`config.mk`:
```
export PLATFORM = sky130hd
export DESIGN_NAME = rx_fifo_errlock
export DESIGN_NICKNAME = d
export VERILOG_FILES = /design/src/rtl/rxq_pkg.sv /design/src/rtl/rxq_store.sv /design/src/rtl/rxq_host_if.sv /design/src/rtl/rxq_lock_ctl.sv /design/src/rtl/rx_fifo_errlock.sv
export SDC_FILE = /design/constraint.sdc
export NUM_CORES = 1
export LEC_CHECK = 0
export BUFFER_PORTS_ARGS = -buffer_cell sky130_fd_sc_hd__buf_2
export CORE_MARGIN = 10
export CORE_UTILIZATION = 45
export DETAILED_ROUTE_END_ITERATION = 7
export SLEW_MARGIN = 20
export SYNTH_ARGS = -nofsm -noshare
export SYNTH_HDL_FRONTEND = slang
export SYNTH_SLANG_ARGS = --single-unit
```
`constraint.sdc`:
```
create_clock -name clk -period 3.6 [get_ports clk]
set_input_delay 0 -clock clk [delete_from_list [all_inputs] [get_ports clk]]
set_output_delay 0 -clock clk [all_outputs]
set_load 0.1 [all_outputs]
```
`src/rtl/rxq_pkg.sv`:
```
`timescale 1ns/1ps
package rxq_pkg;

    typedef struct packed {
        logic frm;
        logic ovr;
        logic par;
    } rx_stat_t;

    typedef enum logic [1:0] {
        SEL_DATA = 2'd0,
        SEL_STAT = 2'd1,
        SEL_CTRL = 2'd2,
        SEL_NONE = 2'd3
    } host_sel_e;

    localparam int CTRL_ERST_BIT = 0;
    localparam int CTRL_PARS_BIT = 1;

    function automatic logic is_special(rx_stat_t s, logic par_special);
        return s.ovr | s.frm | (s.par & par_special);
    endfunction

endpackage

```
`src/rtl/rxq_store.sv`:
```
`timescale 1ns/1ps
module rxq_store
    import rxq_pkg::*;
#(
    parameter int DEPTH = 3,
    parameter int DW    = 8
) (
    input  logic                        clk,
    input  logic                        rst_n,
    input  logic                        push_i,
    input  logic [DW-1:0]               push_data_i,
    input  rx_stat_t                    push_stat_i,
    input  logic                        pop_i,
    output logic [DW-1:0]               head_data_o,
    output rx_stat_t                    head_stat_o,
    output logic [$clog2(DEPTH+1)-1:0]  count_o
);
    localparam int PW = (DEPTH > 1) ? $clog2(DEPTH) : 1;
    localparam int CW = $clog2(DEPTH + 1);

    typedef struct packed {
        logic [DEPTH-1:0][DW-1:0] data;
        rx_stat_t [DEPTH-1:0]     stat;
        logic [PW-1:0]            wr;
        logic [PW-1:0]            rd;
        logic [CW-1:0]            cnt;
    } store_t;

    store_t        st_d, st_q;
    logic [CW-1:0] cnt_mid;
    logic [PW-1:0] last_idx;

    function automatic logic [PW-1:0] ptr_inc(logic [PW-1:0] p);
        return (p == PW'(DEPTH - 1)) ? '0 : p + 1'b1;
    endfunction

    function automatic logic [PW-1:0] ptr_dec(logic [PW-1:0] p);
        return (p == '0) ? PW'(DEPTH - 1) : p - 1'b1;
    endfunction

    always_comb begin
        st_d     = st_q;
        cnt_mid  = st_q.cnt;
        last_idx = ptr_dec(st_q.wr);
        if (pop_i && (st_q.cnt != '0)) begin
            st_d.rd = ptr_inc(st_q.rd);
            cnt_mid = st_q.cnt - 1'b1;
        end
        if (push_i) begin
            if (cnt_mid < CW'(DEPTH)) begin
                st_d.data[st_q.wr] = push_data_i;
                st_d.stat[st_q.wr] = push_stat_i;
                st_d.wr            = ptr_inc(st_q.wr);
                cnt_mid            = cnt_mid + 1'b1;
            end else begin
                st_d.data[last_idx]     = push_data_i;
                st_d.stat[last_idx]     = push_stat_i;
                st_d.stat[last_idx].ovr = 1'b1;
            end
        end
        st_d.cnt = cnt_mid;
    end

    always_ff @(posedge clk) begin
        if (!rst_n) st_q <= '0;
        else        st_q <= st_d;
    end

    assign head_data_o = st_q.data[st_q.rd];
    assign head_stat_o = st_q.stat[st_q.rd];
    assign count_o     = st_q.cnt;

endmodule

```
`src/rtl/rxq_host_if.sv`:
```
`timescale 1ns/1ps
module rxq_host_if
    import rxq_pkg::*;
#(
    parameter int DW = 8
) (
    input  logic          clk,
    input  logic          rst_n,
    input  logic [1:0]    sel_i,
    input  logic          rd_n_i,
    input  logic          wr_i,
    input  logic [DW-1:0] wdata_i,
    input  logic          nonempty_i,
    input  logic [DW-1:0] head_data_i,
    input  rx_stat_t      head_stat_i,
    output logic [DW-1:0] rdata_o,
    output logic          data_rd_o,
    output logic          err_reset_o,
    output logic          par_en_o
);
    typedef struct packed {
        logic          rd_n_prev;
        logic [DW-1:0] ctrl;
    } hif_t;

    hif_t hif_d, hif_q;
    logic rd_start;
    logic ctrl_wr;

    always_comb begin
        hif_d           = hif_q;
        rd_start        = hif_q.rd_n_prev & ~rd_n_i;
        ctrl_wr         = wr_i & (host_sel_e'(sel_i) == SEL_CTRL);
        hif_d.rd_n_prev = rd_n_i;
        if (ctrl_wr) begin
            hif_d.ctrl                = wdata_i;
            hif_d.ctrl[CTRL_ERST_BIT] = 1'b0;
        end
        data_rd_o   = rd_start & (host_sel_e'(sel_i) == SEL_DATA);
        err_reset_o = ctrl_wr & wdata_i[CTRL_ERST_BIT];
        par_en_o    = hif_q.ctrl[CTRL_PARS_BIT];
        rdata_o     = '0;
        case (host_sel_e'(sel_i))
            SEL_DATA: if (nonempty_i) rdata_o = head_data_i;
            SEL_STAT: if (nonempty_i) rdata_o = DW'(head_stat_i);
            SEL_CTRL: rdata_o = hif_q.ctrl;
            default:  rdata_o = '0;
        endcase
    end

    always_ff @(posedge clk) begin
        if (!rst_n) begin
            hif_q.rd_n_prev <= 1'b1;
            hif_q.ctrl      <= '0;
        end else begin
            hif_q <= hif_d;
        end
    end

endmodule

```
`src/rtl/rxq_lock_ctl.sv`:
```
`timescale 1ns/1ps
module rxq_lock_ctl
    import rxq_pkg::*;
(
    input  logic     clk,
    input  logic     rst_n,
    input  logic     nonempty_i,
    input  rx_stat_t head_stat_i,
    input  logic     par_en_i,
    input  logic     data_rd_i,
    input  logic     err_reset_i,
    output logic     pop_o,
    output logic     locked_o,
    output logic     dreq_n_o,
    output logic     sc_irq_o
);
    typedef struct packed {
        logic ack;
        logic hold;
    } lk_t;

    lk_t  lk_d, lk_q;
    logic locked;

    always_comb begin
        lk_d   = lk_q;
        locked = nonempty_i & is_special(head_stat_i, par_en_i) & ~lk_q.ack;
        pop_o  = data_rd_i & nonempty_i & ~locked;
        if (pop_o)                     lk_d.ack = 1'b0;
        else if (err_reset_i && locked) lk_d.ack = 1'b1;
        lk_d.hold = data_rd_i;
        locked_o  = locked;
        sc_irq_o  = locked;
        dreq_n_o  = ~(nonempty_i & ~locked) | lk_q.hold;
    end

    always_ff @(posedge clk) begin
        if (!rst_n) lk_q <= '0;
        else        lk_q <= lk_d;
    end

endmodule

```
`src/rtl/rx_fifo_errlock.sv`:
```
`timescale 1ns/1ps
module rx_fifo_errlock
    import rxq_pkg::*;
#(
    parameter int DEPTH = 3,
    parameter int DW    = 8
) (
    input  logic          clk,
    input  logic          rst_n,
    input  logic          push_valid,
    input  logic [DW-1:0] push_data,
    input  logic          push_par_err,
    input  logic          push_frm_err,
    input  logic [1:0]    host_sel,
    input  logic          host_rd_n,
    input  logic          host_wr,
    input  logic [DW-1:0] host_wdata,
    output logic [DW-1:0] host_rdata,
    output logic          dreq_n,
    output logic          sc_irq
);
    localparam int CW = $clog2(DEPTH + 1);

    rx_stat_t      push_stat;
    rx_stat_t      head_stat;
    logic [DW-1:0] head_data;
    logic [CW-1:0] fifo_count;
    logic          nonempty;
    logic          fifo_pop;
    logic          data_rd;
    logic          err_reset;
    logic          par_en;
    logic          locked;

    always_comb begin
        push_stat.frm = push_frm_err;
        push_stat.ovr = 1'b0;
        push_stat.par = push_par_err;
    end

    assign nonempty = (fifo_count != '0);

    rxq_store #(.DEPTH(DEPTH), .DW(DW)) u_store (
        .clk         (clk),
        .rst_n       (rst_n),
        .push_i      (push_valid),
        .push_data_i (push_data),
        .push_stat_i (push_stat),
        .pop_i       (fifo_pop),
        .head_data_o (head_data),
        .head_stat_o (head_stat),
        .count_o     (fifo_count)
    );

    rxq_host_if #(.DW(DW)) u_host (
        .clk         (clk),
        .rst_n       (rst_n),
        .sel_i       (host_sel),
        .rd_n_i      (host_rd_n),
        .wr_i        (host_wr),
        .wdata_i     (host_wdata),
        .nonempty_i  (nonempty),
        .head_data_i (head_data),
        .head_stat_i (head_stat),
        .rdata_o     (host_rdata),
        .data_rd_o   (data_rd),
        .err_reset_o (err_reset),
        .par_en_o    (par_en)
    );

    rxq_lock_ctl u_lock (
        .clk         (clk),
        .rst_n       (rst_n),
        .nonempty_i  (nonempty),
        .head_stat_i (head_stat),
        .par_en_i    (par_en),
        .data_rd_i   (data_rd),
        .err_reset_i (err_reset),
        .pop_o       (fifo_pop),
        .locked_o    (locked),
        .dreq_n_o    (dreq_n),
        .sc_irq_o    (sc_irq)
    );

endmodule

```
==> flow_summary.ini <==
[outcome]
status = finished, final reports clean

[synthesis]
syn_area_per_cell_um2 = 8.50
ys_seq_elements = 49
syn-num-nets = 334
yosysWarnings = 0
ys.flop_type = dfxtp_1
synth_most_common_cell = nand2_1
synth_area_um2 = 2570
synthCells = 302
synth_top_cells_by_count = 74 x nand2_1, 49 x dfxtp_1, 43 x mux2i_1
ys_types = 43
yosysTopAreaCell = dfxtp_1
async_reset_ff_share_pct = 0
yosysSeqAreaShare_pct = 38.2
synth_area_leaders = dfxtp_1 38%, mux2i_1 17%, nand2_1 11%
synth_edf_count = 0
synth_top_area_share_pct = 38.2

[worst_setup_path]
worstPathRequired_ps = 3840
start_kind = flip-flop
max_stage_delay_ps = 550
setup.worst_path.class = flip-flop to flip-flop
critPathBufInv = 2
cpMostUsedCell = mux2i_1
cp_max_fo = 10
worst_ep_arrival_time_ps = 3270
cpLargestDelayFamily = simple AND/OR/NAND/NOR gates
slowest_stage = or4b_4
worstPathCellList = inv_1 -> ha_1 -> or4b_4 -> or2_0 -> a221oi_2 -> and3_1 -> mux2i_1 -> buf_4 -> mux2i_1
end_kind = flip-flop

[sta]
period_needed_ps = 3030
finalClockSkew_ps = 9.66
clock.fmax_ghz = 0.330
fin_worst_hold_slack_ps = 2.81
rsz0062_at_grt = no
final-setup-viol-count = 0
report.final.slew_viol_count = 0
tightest_slew_ps = 807
hold_viol_final = 0
tns_ps = 0
fin_crit_sh_pct = 84.2
setup_slack_ps = 568
max_slew_margin_pct = 46.2

[route]
drt_wl_total_mm = 5.98
via_per_inst = 5.15
ant_nets = 0
via_count = 2137
firstDrtPassIters = 4
wl_per_cell_um = 14.4
drcViolationCount = 0
drt_iter0_markers = 67

[placed_design]
dp_hpwl_mm = 4.19
finalWeightedCongestion = 0.804
placed_cell_area_um2 = 2700
dpl_worst_slack_ps = 586
port-buffer-count = 34
dp_cells = 390

[floorplan]
io_pins = 35
dieArea_um2 = 9120
die_h_um = 95.5
start_util_pct = 46.6
core_um2 = 5510
core.rowCount = 27
die_w_um = 95.5

[pwr]
power_density_nw_per_um2 = 416
finalPower_mw = 1.24
power.leakage_nw = 1.21
vdd_drop_max_mv = 0.248

[global_route]
grtUsageTotal_pct = 14.1
grt_max_degree = 46
antenna_found_initial = 0
grt_pass1_vias = 2179
gr-total-overflow = 0
grt_pass1_wl_mm = 10.5

[cts]
cts_max_level = 2
post_cts_resized = 0
clkSinkCount = 49
cts.reportedPaths.clkPinSlew_ps = 90
insertion_delay_ps = 310
cts_inserted_buffers = 5
cts_root_buf = clkbuf_8
cts_tree = built
clockBufferDepth = 2

[final_layout]
post-route-util_pct = 54.2
nets = 374
fin_cells = 415
final_cell_area_um2 = 2990
layout-drive-gt1-share_pct = 14.3
n_antenna_cell = 0
area_delta_synth_final_pct = 16.4

[flow_run]
drv_cap = 0

[min_path]
min_path_type = primary input to flip-flop
## layer usage
layer	track usage [%]	part of all wire [%]
met2	22.0	45
met4	4.42	1.1
met1	18.8	49
met5	0	0
met3	3.38	4.8
## where the power goes
| group | switching [mW] | leakage [nW] | total [mW] | internal, mW |
|---|---|---|---|---|
| Clock | 0.196 | 0.0585 | 0.404 | 0.208 |
| Combinational | 0.155 | 0.757 | 0.247 | 0.0921 |
| Sequential | 0.0189 | 0.399 | 0.590 | 0.571 |
## final timing paths
check	startpoint	endpoint	slack (ps)	cells after the start
worst min register to register	u_store.st_q[37]$_SDFFE_PN0P_	u_store.st_q[37]$_SDFFE_PN0P_	460	2
worst max register to register	u_store.count_o[0]$_SDFF_PN0_	u_store.st_q[18]$_SDFFE_PN0P_	570	9
worst min-delay path	push_data[5]	u_store.st_q[28]$_SDFFE_PN0P_	3	3
worst max-delay path	u_store.count_o[0]$_SDFF_PN0_	u_store.st_q[18]$_SDFFE_PN0P_	570	9
## placed cells by master, fill, tap and decap left out, drive strengths merged, types with 2 or more instances in the layout
cell,synthesis,routed
or3,2,2
nand2b,4,4
dfxtp,49,49
and2,2,2
o21ai,12,12
mux2i,43,43
nor3,2,2
dlygate4sd3,0,17
nor2,13,13
nand2,74,74
a21oi,19,19
a2bb2oi,3,3
buf,12,38
clkbuf,6,5
a22oi,5,5
o2bb2ai,2,2
inv,8,9
or2,3,3
nor2b,2,2
nand3,4,4
a22o,2,2
o22ai,9,9
ha,7,7
nand4b,2,2
## state kept, by name (all words and copies together), names as in the netlist
| name | cells |
|---|---|
| u_store.count_o | 2 |
| u_lock.lk_q | 2 |
| u_store.st_q | 37 |
| u_host.hif_q | 7 |
| u_host.par_en_o | 1 |
## layout make-up
| class | count | area (um^2) |
|---|---|---|
| Timing Repair Buffer | 55 | 370 |
| Clock buffer | 5 | 68.8 |
| Fill cell | 526 | 2520 |
| Sequential cell | 49 | 981 |
| Clock inverter | 3 | 43.8 |
| Tap cell | 72 | 90.1 |
| Multi-Input combinational cell | 223 | 1400 |
| Inverter | 8 | 30.0 |
## logic make-up (layout without fill, tap and decap cells)
kind of cell	Yosys count	after routing	share of synthesized area, %
AO/OA/AOI/OAI	59	59	14.7
multiplexers	43	43	16.8
adder cells (fa/ha/maj)	7	7	3.41
flip-flops	49	49	38.2
buffers and inverters	30	71	7.12
XOR/XNOR	1	1	0.341
AND/OR/NAND/NOR	113	113	19.5
## repair_timing
action / in CTS / in global routing
hold buffers: 17 / 0
hold endpoints to repair: 31 / 0
buffers inserted: 0 / 0
## worst reg2reg max path, cell delays in order (launching register included)
cell	delay, ps
dfxtp_1	390
inv_1	100
ha_1	240
or4b_4	560
or2_0	360
a221oi_2	340
and3_1	310
mux2i_1	220
buf_4	240
mux2i_1	210
Power figures use the tool's default switching activity.
